### src/rtl/poll_pkg.sv
// Shared types for the flash completion status poller.
// Assumes: one poll runs at a time; the state encodings are internal only.
package poll_pkg;

    typedef enum logic [1:0] {
        ST_IDLE  = 2'd0,
        ST_PRIME = 2'd1,
        ST_GAP   = 2'd2,
        ST_READ  = 2'd3
    } poll_state_t;

    typedef enum logic {
        MODE_TOGGLE = 1'b0,
        MODE_DATA   = 1'b1
    } poll_mode_t;

endpackage

### src/rtl/poll_gap_timer.sv
// Down-counter that times the wait before a toggle-mode compare read.
// Assumes: it is loaded only with a nonzero value; last_o marks the final wait cycle.
module poll_gap_timer #(
    parameter int unsigned DLY_W = 16
) (
    input  logic             clk,
    input  logic             rst_n,
    input  logic             load_i,
    input  logic [DLY_W-1:0] load_val_i,
    input  logic             run_i,
    output logic             last_o
);
    logic [DLY_W-1:0] remain_q;

    // load a new wait, or count down while the wait state is active
    always_ff @(posedge clk) begin
        if (!rst_n) begin
            remain_q <= '0;
        end else if (load_i) begin
            remain_q <= load_val_i;
        end else if (run_i && (remain_q != '0)) begin
            remain_q <= remain_q - 1'b1;
        end
    end

    // last wait cycle when a single count remains
    always_comb last_o = (remain_q == DLY_W'(1));

endmodule

### src/rtl/poll_iter_counter.sv
// Counts compare reads in one poll and looks one read ahead at the cap and the warning limit.
// Assumes: cleared on every accepted start; never counts past the cap because the poll stops there.
module poll_iter_counter #(
    parameter int unsigned ITER_CAP   = 32'h0FFF_FFFF,
    parameter int unsigned EXCESS_LIM = 32'h0010_0000,
    localparam int unsigned CNT_W     = $clog2(ITER_CAP + 1)
) (
    input  logic clk,
    input  logic rst_n,
    input  logic clr_i,
    input  logic inc_i,
    output logic cap_next_o,
    output logic over_next_o
);
    logic [CNT_W-1:0] count_q;
    logic [CNT_W:0]   count_nx;

    // clear at start, step on each compare read
    always_ff @(posedge clk) begin
        if (!rst_n || clr_i) begin
            count_q <= '0;
        end else if (inc_i) begin
            count_q <= count_nx[CNT_W-1:0];
        end
    end

    // count this read would reach, and its comparisons with the cap and the limit
    always_comb begin
        count_nx    = {1'b0, count_q} + 1'b1;
        cap_next_o  = (count_nx >= (CNT_W+1)'(ITER_CAP));
        over_next_o = (count_nx >  (CNT_W+1)'(EXCESS_LIM));
    end

endmodule

### src/rtl/poll_bit_judge.sv
// Judges one status byte: toggle bit stable, or polled bit equal to the expected bit.
// Assumes: prev6_i holds bit 6 of the previous read in toggle mode.
module poll_bit_judge
    import poll_pkg::*;
(
    input  poll_mode_t mode_i,
    input  logic [7:0] rd_data_i,
    input  logic       prev6_i,
    input  logic       exp7_i,
    output logic       settled_o,
    output logic       bit6_o
);
    localparam logic [7:0] TOGGLE_MASK = 8'h40;
    localparam logic [7:0] POLL_MASK   = 8'h80;

    // select the status bit for the mode and compare it with its reference
    always_comb begin
        bit6_o = |(rd_data_i & TOGGLE_MASK);
        if (mode_i == MODE_TOGGLE) begin
            settled_o = (bit6_o == prev6_i);
        end else begin
            settled_o = ((|(rd_data_i & POLL_MASK)) == exp7_i);
        end
    end

endmodule

### src/rtl/flash_busy_poller.sv
// Top of the flash completion status poller: sequences status reads through a
// request/acknowledge port and reports completion, cap timeout and excessive polling.
// Assumes: the bus engine holds rd_data_i valid in the cycle rd_ack_i is high.
module flash_busy_poller
    import poll_pkg::*;
#(
    parameter int unsigned CYC_PER_US = 50,
    parameter int unsigned GAP_W      = 14,
    parameter int unsigned ITER_CAP   = 32'h0FFF_FFFF,
    parameter int unsigned EXCESS_LIM = 32'h0010_0000
) (
    input  logic             clk,
    input  logic             rst_n,
    input  logic             start_i,
    input  logic             mode_i,
    input  logic [7:0]       expect_i,
    input  logic [GAP_W-1:0] gap_us_i,
    output logic             rd_req_o,
    input  logic             rd_ack_i,
    input  logic [7:0]       rd_data_i,
    output logic             busy_o,
    output logic             done_o,
    output logic             timeout_o,
    output logic             excessive_o
);
    localparam int unsigned CYC_W = $clog2(CYC_PER_US + 1);
    localparam int unsigned DLY_W = GAP_W + CYC_W;

    poll_state_t      state_q, state_d;
    poll_mode_t       mode_q;
    logic             exp7_q;
    logic             prev6_q;
    logic [DLY_W-1:0] dly_q;
    logic             done_q, tout_q, exc_q;
    logic             done_d, tout_d, exc_d;

    logic accept, take, settled, bit6, cap_next, over_next, to_gap, gap_last;

    // a start is taken only when idle; a read is taken on acknowledge of a request
    always_comb begin
        accept   = start_i && (state_q == ST_IDLE);
        rd_req_o = (state_q == ST_PRIME) || (state_q == ST_READ);
        take     = rd_req_o && rd_ack_i;
    end

    poll_bit_judge u_judge (
        .mode_i    (mode_q),
        .rd_data_i (rd_data_i),
        .prev6_i   (prev6_q),
        .exp7_i    (exp7_q),
        .settled_o (settled),
        .bit6_o    (bit6)
    );

    poll_iter_counter #(
        .ITER_CAP   (ITER_CAP),
        .EXCESS_LIM (EXCESS_LIM)
    ) u_iter (
        .clk         (clk),
        .rst_n       (rst_n),
        .clr_i       (accept),
        .inc_i       (take && (state_q == ST_READ)),
        .cap_next_o  (cap_next),
        .over_next_o (over_next)
    );

    // a toggle-mode read that does not end the poll leads to the next wait
    always_comb begin
        to_gap = take && (mode_q == MODE_TOGGLE) &&
                 ((state_q == ST_PRIME) ||
                  ((state_q == ST_READ) && !settled && !cap_next));
    end

    poll_gap_timer #(
        .DLY_W (DLY_W)
    ) u_gap (
        .clk        (clk),
        .rst_n      (rst_n),
        .load_i     (to_gap && (dly_q != '0)),
        .load_val_i (dly_q),
        .run_i      (state_q == ST_GAP),
        .last_o     (gap_last)
    );

    // next state and end-of-poll flags
    always_comb begin
        state_d = state_q;
        done_d  = 1'b0;
        tout_d  = 1'b0;
        exc_d   = 1'b0;
        unique case (state_q)
            ST_IDLE: begin
                if (accept) begin
                    state_d = (poll_mode_t'(mode_i) == MODE_TOGGLE) ? ST_PRIME : ST_READ;
                end
            end
            ST_PRIME: begin
                if (to_gap) begin
                    state_d = (dly_q == '0) ? ST_READ : ST_GAP;
                end
            end
            ST_GAP: begin
                if (gap_last) begin
                    state_d = ST_READ;
                end
            end
            ST_READ: begin
                if (take && (settled || cap_next)) begin
                    state_d = ST_IDLE;
                    done_d  = 1'b1;
                    tout_d  = !settled;
                    exc_d   = over_next;
                end else if (to_gap) begin
                    state_d = (dly_q == '0) ? ST_READ : ST_GAP;
                end
            end
            default: state_d = ST_IDLE;
        endcase
    end

    // state and registered outputs
    always_ff @(posedge clk) begin
        if (!rst_n) begin
            state_q <= ST_IDLE;
            done_q  <= 1'b0;
            tout_q  <= 1'b0;
            exc_q   <= 1'b0;
        end else begin
            state_q <= state_d;
            done_q  <= done_d;
            tout_q  <= tout_d;
            exc_q   <= exc_d;
        end
    end

    // capture the poll setup when a start is accepted
    always_ff @(posedge clk) begin
        if (!rst_n) begin
            mode_q <= MODE_TOGGLE;
            exp7_q <= 1'b0;
            dly_q  <= '0;
        end else if (accept) begin
            mode_q <= poll_mode_t'(mode_i);
            exp7_q <= expect_i[7];
            dly_q  <= DLY_W'(gap_us_i) * DLY_W'(CYC_PER_US);
        end
    end

    // remember bit 6 of every accepted read for the next toggle comparison
    always_ff @(posedge clk) begin
        if (!rst_n) begin
            prev6_q <= 1'b0;
        end else if (take) begin
            prev6_q <= bit6;
        end
    end

    always_comb begin
        busy_o      = (state_q != ST_IDLE);
        done_o      = done_q;
        timeout_o   = tout_q;
        excessive_o = exc_q;
    end

endmodule

### config.mk
export PLATFORM = sky130hd
export DESIGN_NAME = flash_busy_poller
export DESIGN_NICKNAME = d
export VERILOG_FILES = /design/src/rtl/poll_pkg.sv /design/src/rtl/poll_gap_timer.sv /design/src/rtl/poll_iter_counter.sv /design/src/rtl/poll_bit_judge.sv /design/src/rtl/flash_busy_poller.sv
export SDC_FILE = /design/constraint.sdc
export NUM_CORES = 1
export LEC_CHECK = 0
export BUFFER_PORTS_ARGS = -buffer_cell sky130_fd_sc_hd__buf_2
export CORE_UTILIZATION = 43
export DETAILED_ROUTE_END_ITERATION = 10
export PLACE_DENSITY = 0.71
export REMOVE_ABC_BUFFERS = 1
export SKIP_LAST_GASP = 1
export SLEW_MARGIN = 20
export SYNTH_ARGS = -nofsm -noshare
export SYNTH_HDL_FRONTEND = slang
export SYNTH_SLANG_ARGS = --single-unit
### constraint.sdc
create_clock -name clk -period 7.47 [get_ports clk]
set_input_delay 2.241 -clock clk [delete_from_list [all_inputs] [get_ports clk]]
set_output_delay 2.241 -clock clk [all_outputs]
set_load 0.03 [all_outputs]
**Yosys cells after proc, flatten, opt, wreduce, memory -nomap -nowiden**

Index checks and enable logic that the tools add are counted.

- Flip-flop bits (word level): 75
- Input port bits: 35
- Output and inout bits: 5

- Add/sub/neg operators: 2
- Multipliers: 1
- $lt $le $gt $ge: 2
- Equality and inequality tests: 8
- Mux-type cells: 11
- Bitwise gates (word level): 1
- Reductions and logical operators: 26

Operators by type and width:

| kind | count |
|---|---|
| $mux 20 | 2 |
| $reduce_bool 20->1 | 2 |
| $add 28x1->29 const B | 1 |
| $ge 29x28->1 const B | 1 |
| $gt 29x21->1 const B | 1 |
| $eq 20x1->1 const B | 1 |
| $logic_not 20->1 | 1 |
| $sub 20x1->20 const B | 1 |
| $mul 14x5->19 const B | 1 |
| $logic_and 1x1->1 | 10 |
| $mux 2 | 5 |
| $pmux 2 s4 | 1 |
| $eq 2x2->1 const B | 2 |
| $logic_or 1x1->1 | 4 |
| $reduce_and 2->1 | 2 |
| $reduce_bool 2->1 | 2 |
| $logic_not 1->1 | 3 |
| $mux 1 | 3 |
| $reduce_and 3->1 | 1 |
| $eq 1x1->1 | 2 |
| $eq 2x1->1 const B | 1 |
| $logic_not 2->1 | 1 |
| $ne 2x1->1 const B | 1 |
| $ne 2x2->1 const B | 1 |
| $not 1->1 | 1 |

**Longest topological paths before layout**

Gate-level depths: netlist of the first run.

- Word-level depth: 10
- Depth in mapped cells: 14
- Mapped depth without buffers: 14

**Cells and area by module**

A second synthesis of the first run with hierarchy kept.

- Cell total of the unflattened synthesis: 706
- Area, all modules: 5830.6 um^2

Modules (own cells, without submodules):

| module | times used | cells each | area an instance (um^2) | sequential area each (um^2) |
|---|---|---|---|---|
| flash_busy_poller | 1 | 301 | 2492.4 | 540.5 |
| poll_iter_counter | 1 | 262 | 2087.0 | 560.5 |
| poll_gap_timer | 1 | 139 | 1216.2 | 400.4 |
| poll_bit_judge | 1 | 4 | 35.0 | 0.0 |

**Worst setup path after synthesis of the first run**

OpenSTA, ideal clock, no wires.

- Kind: input-to-reg
- Start point: input port gap_us_i[2]
- End point: register dly_q[19]
- Arrival: 5.421 ns
- Required time: 7.345 ns
- Path slack: 1.924 ns
- Stages on the path: 14
- Buffers on the path: 0
- Cells stage by stage: ha_1 ha_1 inv_1 fa_1 inv_1 ha_1 a21o_1 a21o_1 a2111oi_0 nor3_1 a41o_1 o41ai_1 or4_1 nand3_1

- Word-level cells in the longest chain between the ends: 1

RTL lines:

| element | line | text |
|---|---|---|
| start: declaration | flash_busy_poller.sv:17 | `input logic [GAP_W-1:0] gap_us_i,` |
| $mul 14x5->19 | flash_busy_poller.sv:145 | `dly_q <= DLY_W'(gap_us_i) * DLY_W'(CYC_PER_US);` |
| end signal: assignment | flash_busy_poller.sv:145 |  |
| end: declaration | flash_busy_poller.sv:33 | `logic [DLY_W-1:0] dly_q;` |

Every way passes these cells.
A chain may end at the register's enable or synchronous reset.

**Worst setup path after layout of the first run**

Ends and elaborated chain as after synthesis.

==> flow_summary.json, run 1 <==
{
  "crit_required_ps": 7690,
  "yosysTopAreaCellShare_pct": 26.68,
  "cts-htree-levels": 3,
  "setup_tns_ps": 0,
  "synth_cell_type_count": 62,
  "area_growth_syn_to_layout_pct": 9.160,
  "min_path_cells": 2,
  "synth_seq_cells": 75,
  "dp_cells": 860,
  "dpl.hpwl_um": 8901,
  "ctsHoldBuffers": 0,
  "insertedDiodeCount": 0,
  "core.rowCount": 41,
  "clock_latency_ps": 340,
  "drive_gt1_share_pct": 12.94,
  "core_area_mm2": 0.01267,
  "antenna_found_initial": 0,
  "clkTransAtPathRegs_ps": 60,
  "root_buffer": "clkbuf_16",
  "r2r_cells": 10,
  "die-area_mm2": 0.01355,
  "avgSynthCellArea_um2": 8.192,
  "vias": 4679,
  "grt_max_degree": 40,
  "seq_area_frac_synth_pct": 26.68,
  "synth_commonest_cells": "87 x nand2_1, 75 x dfxtp_1, 52 x inv_1, 51 x ha_1, 50 x nor2_1",
  "max_freq_mhz": 175.0,
  "synthFlopType": "dfxtp_1",
  "gp_congestion": 0.8308,
  "io_buffers": 26,
  "drcViolationCount": 0,
  "ant_nets": 0,
  "fillCellCount": 1212,
  "synth_edf_count": 0,
  "cts.path.max_buffers": 2,
  "timing.final.crit_period_ps": 5714,
  "vdd_drop_max_mv": 0.1677,
  "synthCells": 687,
  "postRouteWirelength_um": 11830,
  "grt_pass1_wl_um": 20110,
  "final_nets": 794,
  "cts_tree": "done",
  "start_util_pct": 44.42,
  "crit_type": "input pin to flop",
  "crit_path_max_fanout": 4,
  "viasPerCell": 5.347,
  "crit_path_end_kind": "flop",
  "slew_viol_final": 0,
  "grt-ovfl-total": 0,
  "die_w_um": 116.4,
  "fin_cells": 875,
  "outcome": "finished clean",
  "final-setup-viol-count": 0,
  "dieHeight_um": 116.4,
  "post_cts_resized": 0,
  "cts_sinks": 75,
  "finalCritPeriodShare_pct": 76.50,
  "grt_pass1_vias": 4351,
  "holdCritPathClass": "flop to flop",
  "cts_inserted_buffers": 9,
  "drv_cap": 0,
  "ys_async_sr_fraction_pct": 0,
  "relSlewSlack_pct": 34.49,
  "crit_arrival_ps": 5940,
  "hold_viol": 0,
  "drt_iter0_drc": 332,
  "start_kind": "input pin",
  "post-cts-setup-buffers": 0,
  "grt_use_total_pct": 18.74,
  "synth.area.top_cells": "dfxtp_1 27%, ha_1 11%, nand2_1 5.8%, xnor2_1 5.4%, xor2_1 4.2%",
  "wl_per_cell_um": 13.51,
  "num_io_pins": 40,
  "yosysTopAreaCell": "dfxtp_1",
  "rsz0062_at_grt": "no",
  "fin_skew_ps": 6.306,
  "synth_area_mm2": 0.005628,
  "dr.pass1.iters": 4,
  "worst_pin_slew_ps": 980.3,
  "power_density_mw_per_mm2": 270.4,
  "yosysMostFrequentCell": "nand2_1",
  "yosysWarningCount": 0,
  "power_leakage_nw": 2.523
}
layout make-up:
class | instances | area, um2 | area share, %
flip-flops and latches | 75 | 1501 | 24.44
clock buffers | 10 | 239.0 | 3.890
repair buffers | 29 | 152.6 | 2.485
inverters | 52 | 195.2 | 3.177
well taps | 172 | 215.2 | 3.503
multi-input cells | 532 | 3762 | 61.24
clock inverters | 5 | 77.57 | 1.263
report_power, final:
group	switching [mW]	internal, mW	total (mW)
registers	0.0669	0.467	0.534
clock network	0.164	0.298	0.462
logic	0.375	0.290	0.665
total	0.606	1.06	1.66
layout by cell type (no fill, tap or decap), types with 15 or more instances in the layout:
cell,synthesis,final
a21oi_1,25,25
buf_2,7,26
dfxtp_1,75,75
ha_1,51,51
inv_1,52,52
nand2_1,87,87
nand3_1,29,29
nand3_2,17,17
nor2_1,50,50
nor3_1,16,16
nor4_1,19,19
o21ai_0,22,22
o21ai_2,16,15
xnor2_1,35,35
xor2_1,27,27
metrics by stage:
step / total power [mW] / area, um2 / util [%] / setup slack (ps) / hold slack, ps
finish: 1.661 / 6143 / 48.48 / 1756 / 484.7
global route: 1.795 / 6143 / 48.48 / 1420 / 502.6
CTS: 1.673 / 6143 / 48.48 / 1782 / 483.7
detailed placement: 1.207 / 5827 / 45.99 / 1472 / 475.7
global placement: 1.185 / 5827 / 45.99 / 1496 / 463.1
floorplan: 1.069 / 5451 / - / 1924 / 450.0
cells by family (layout without fill, tap and decap cells):
kind of cell | count (synthesis) | in the layout | share of synthesized area, %
simple gates | 293 | 293 | 28.15
compound gates | 117 | 117 | 14.38
xor+xnor | 62 | 62 | 9.649
buf+inv | 80 | 96 | 6.603
fa+ha+maj | 60 | 60 | 14.54
flops | 75 | 75 | 26.68
worst paths after layout:
| check | from | end | slack, ps |
|---|---|---|---|
| hold reg to reg | dly_q[5]$_SDFFE_PN0P_ | dly_q[5]$_SDFFE_PN0P_ | 480 |
| hold / removal | dly_q[5]$_SDFFE_PN0P_ | dly_q[5]$_SDFFE_PN0P_ | 480 |
| setup / recovery | gap_us_i[2] | dly_q[19]$_SDFFE_PN0P_ | 1760 |
| setup reg to reg | u_iter.count_q[1]$_SDFFE_PP0P_ | u_gap.remain_q[18]$_SDFFE_PN0P_ | 3840 |
sequential cells by signal, summed over array words and instances, names as in the netlist:
signal / count
timeout_o: 1
u_iter.count_q: 28
exp7_q: 1
excessive_o: 1
prev6_q: 1
mode_q: 1
u_gap.remain_q: 20
dly_q: 19
state_q: 2
done_o: 1
critical path, stage by stage:
cell and delay [ps]:
buf_2 120, ha_1 290, ha_1 280, inv_1 50, fa_1 490, inv_1 40
ha_1 320, a21o_1 170, a21o_1 210, a2111oi_0 440, nor3_1 150, a41o_1 280
o41ai_1 570, or4_1 220, nand3_1 70
layer usage:
metal  track usage (%)  share of wire, %  vias to the layer above
li1                  -                 -                     2431
met1             24.22                48                     2158
met2             31.40                47                       77
met3             3.425               3.1                       13
met4             6.239               1.3                        0
met5                 0                 0                        -
(Power assumes the default switching activity.)
==> run 2, diff against run 1 <==
clock period = 5.5 ns   (was 7.47 ns; I/O delays follow)
==> run 2 against run 1 <==
  * Clock skew shrank 1.0 ps
  * Combinational power grew 36%
  * Final cell count grew 0.34%
  * Sequential share of layout area is essentially flat
  * Utilization grew 0.099 points
  * Worst hold slack lost 9.1 ps
  * Flip-flop and latch count is the same
  * Clock-buffer cell count grew 2
  * Via count is essentially flat
  * Die area is the same
  * Critical endpoint unchanged
  * Largest cell class unchanged
==> flow_summary.json, run 2 (same netlist as run 1, synthesis figures left out) <==
{
  "outcome": "finished clean",
  "dpl_cell_area_mm2": 0.005842,
  "clkTransAtPathRegs_ps": 50,
  "dr.pass1.iters": 4,
  "crit_path_end_kind": "flop",
  "drv_cap": 0,
  "top_register": "u_iter.count_q",
  "dieHeight_um": 116.4,
  "num_io_pins": 40,
  "io_buffers": 26,
  "grt-ovfl-total": 0,
  "intPower_mw": 1.419,
  "post-cts-setup-buffers": 0,
  "setup_tns_ps": 0,
  "power_leakage_nw": 2.532,
  "crit_required_ps": 5720,
  "clock_latency_ps": 340,
  "crit_arrival_ps": 5100,
  "start_kind": "input pin",
  "fin_cells": 878,
  "final_nets": 796,
  "crit_top_cell": "ha_1",
  "viasPerCell": 5.331,
  "die-area_mm2": 0.01355,
  "path_buf_inv": 4,
  "drcViolationCount": 0,
  "final_common_cell": "nand2_1",
  "power_density_mw_per_mm2": 364.1,
  "wl_per_cell_um": 13.32,
  "grt_pass1_wl_um": 19940,
  "holdCritPathClass": "flop to flop",
  "crit_chain": "buf_2 -> ha_1 -> ha_1 -> inv_1 -> fa_1 -> inv_1 -> ha_1 -> a21o_1 -> a21o_1 -> a2111oi_0 -> nor3_1 -> a41o_1 -> o41ai_1 -> buf_4 -> or4_1 -> nand3_1",
  "postRouteWirelength_um": 11700,
  "area_growth_syn_to_layout_pct": 9.382,
  "cts_inserted_buffers": 9,
  "fin_util_pct": 48.58,
  "cp_top_family": "adder cells",
  "clkPwrFrac_pct": 27.2,
  "slew_viol_final": 0,
  "post_cts_resized": 0,
  "combPwrFrac_pct": 40.5,
  "critPathLaunch": "gap_us_i[2]",
  "gp_congestion": 0.8361,
  "max_stage_delay_ps": 500,
  "crit_path_max_fanout": 4,
  "finalCritPeriodShare_pct": 88.66,
  "sw_frac_of_total_pct": 36.71,
  "relSlewSlack_pct": 34.93,
  "grt_use_total_pct": 18.60,
  "root_buffer": "clkbuf_16",
  "drive_gt1_share_pct": 13.31,
  "largest_register_ffs": 28,
  "p_seq_share_pct": 32.3,
  "max_freq_mhz": 205.1,
  "setup_ws_ps": 623.4,
  "dp_cells": 862,
  "timing.final.crit_period_ps": 4877,
  "antenna_found_initial": 0,
  "ctsHoldBuffers": 0,
  "worst_pin_slew_ps": 973.7,
  "crit_type": "input pin to flop",
  "cts_sinks": 75,
  "core_area_mm2": 0.01267,
  "vdd_drop_max_mv": 0.2191,
  "fin_skew_ps": 5.287,
  "hold_viol": 0,
  "switchingPower_mw": 0.8230,
  "pre_cts_slack_ps": 263.3,
  "cts-htree-levels": 3,
  "hold_slack_ps": 475.6,
  "rsz0062_at_grt": "no",
  "insertedDiodeCount": 0,
  "finalPower_mw": 2.242,
  "cpMaxStageDelayCell": "fa_1",
  "grt_max_degree": 40,
  "final-setup-viol-count": 0,
  "ant_nets": 0,
  "stdcell_area_mm2": 0.006156,
  "die_w_um": 116.4,
  "drt_iter0_drc": 246,
  "reg_top3": "u_iter.count_q: 28 flops, u_gap.remain_q: 20 flops, dly_q: 19 flops",
  "cts.path.max_buffers": 2,
  "cts_tree": "done",
  "grt_pass1_vias": 4354,
  "min_from": "dly_q[12]$_SDFFE_PN0P_",
  "start_util_pct": 44.42,
  "rr_startpoint": "u_iter.count_q[1]$_SDFFE_PP0P_",
  "dpl.hpwl_um": 8854,
  "core.rowCount": 41,
  "vias": 4681,
  "final_cell_mix": "87 x nand2_1, 75 x dfxtp_1, 52 x inv_1"
}
[run 2: cell count changes in the layout (fill, tap and decap cells not counted), sizes merged]
cell and delta:
buf +2, clkbuf +2, bufinv -1
[run 2: worst min-delay path, cell delays in order, from the launching register on]
cell	delay, ps
dfxtp_1	320
nand2_1	70
o21ai_2	40
[run 2: final timing paths]
kind | to | slack [ps] | cells past startpoint
worst min register to register | u_gap.remain_q[12]$_SDFFE_PN0P_ | 480 | 2
worst max-delay path | dly_q[19]$_SDFFE_PN0P_ | 620 | 16
worst min-delay path | u_gap.remain_q[12]$_SDFFE_PN0P_ | 480 | 2
worst max register to register | u_gap.remain_q[18]$_SDFFE_PN0P_ | 1910 | 10
[run 2: area by class of cell]
class	count	area, um2
timing repair buffer	31	167.7
sequential	75	1501
clock buffer	12	266.5
inverter	52	195.2
multi-input combinational	532	3762
fill	1228	6515
tap	172	215.2
clock inverter	4	47.55
[run 2: layer usage]
metal  part of all wire [%]  track usage, %  vias up  wire length [um]
met4                    1.6           6.325        0               185
met3                    3.3           4.100       19               386
met2                     47           31.16       73              5444
li1                       -               -     2442                 -
met5                      0               0        -                 0
met1                     49           23.57     2147              5678
[run 2: power groups by stage]
stage	sequential (mW)	clock (mW)	combinational, mW
2_1_floorplan	0.715	0	0.737
3_3_place_gp	0.729	0	0.886
3_5_place_dp	0.735	0	0.907
4_1_cts	0.724	0.622	0.915
5_1_grt	0.739	0.648	1.04
6_report	0.725	0.610	0.907
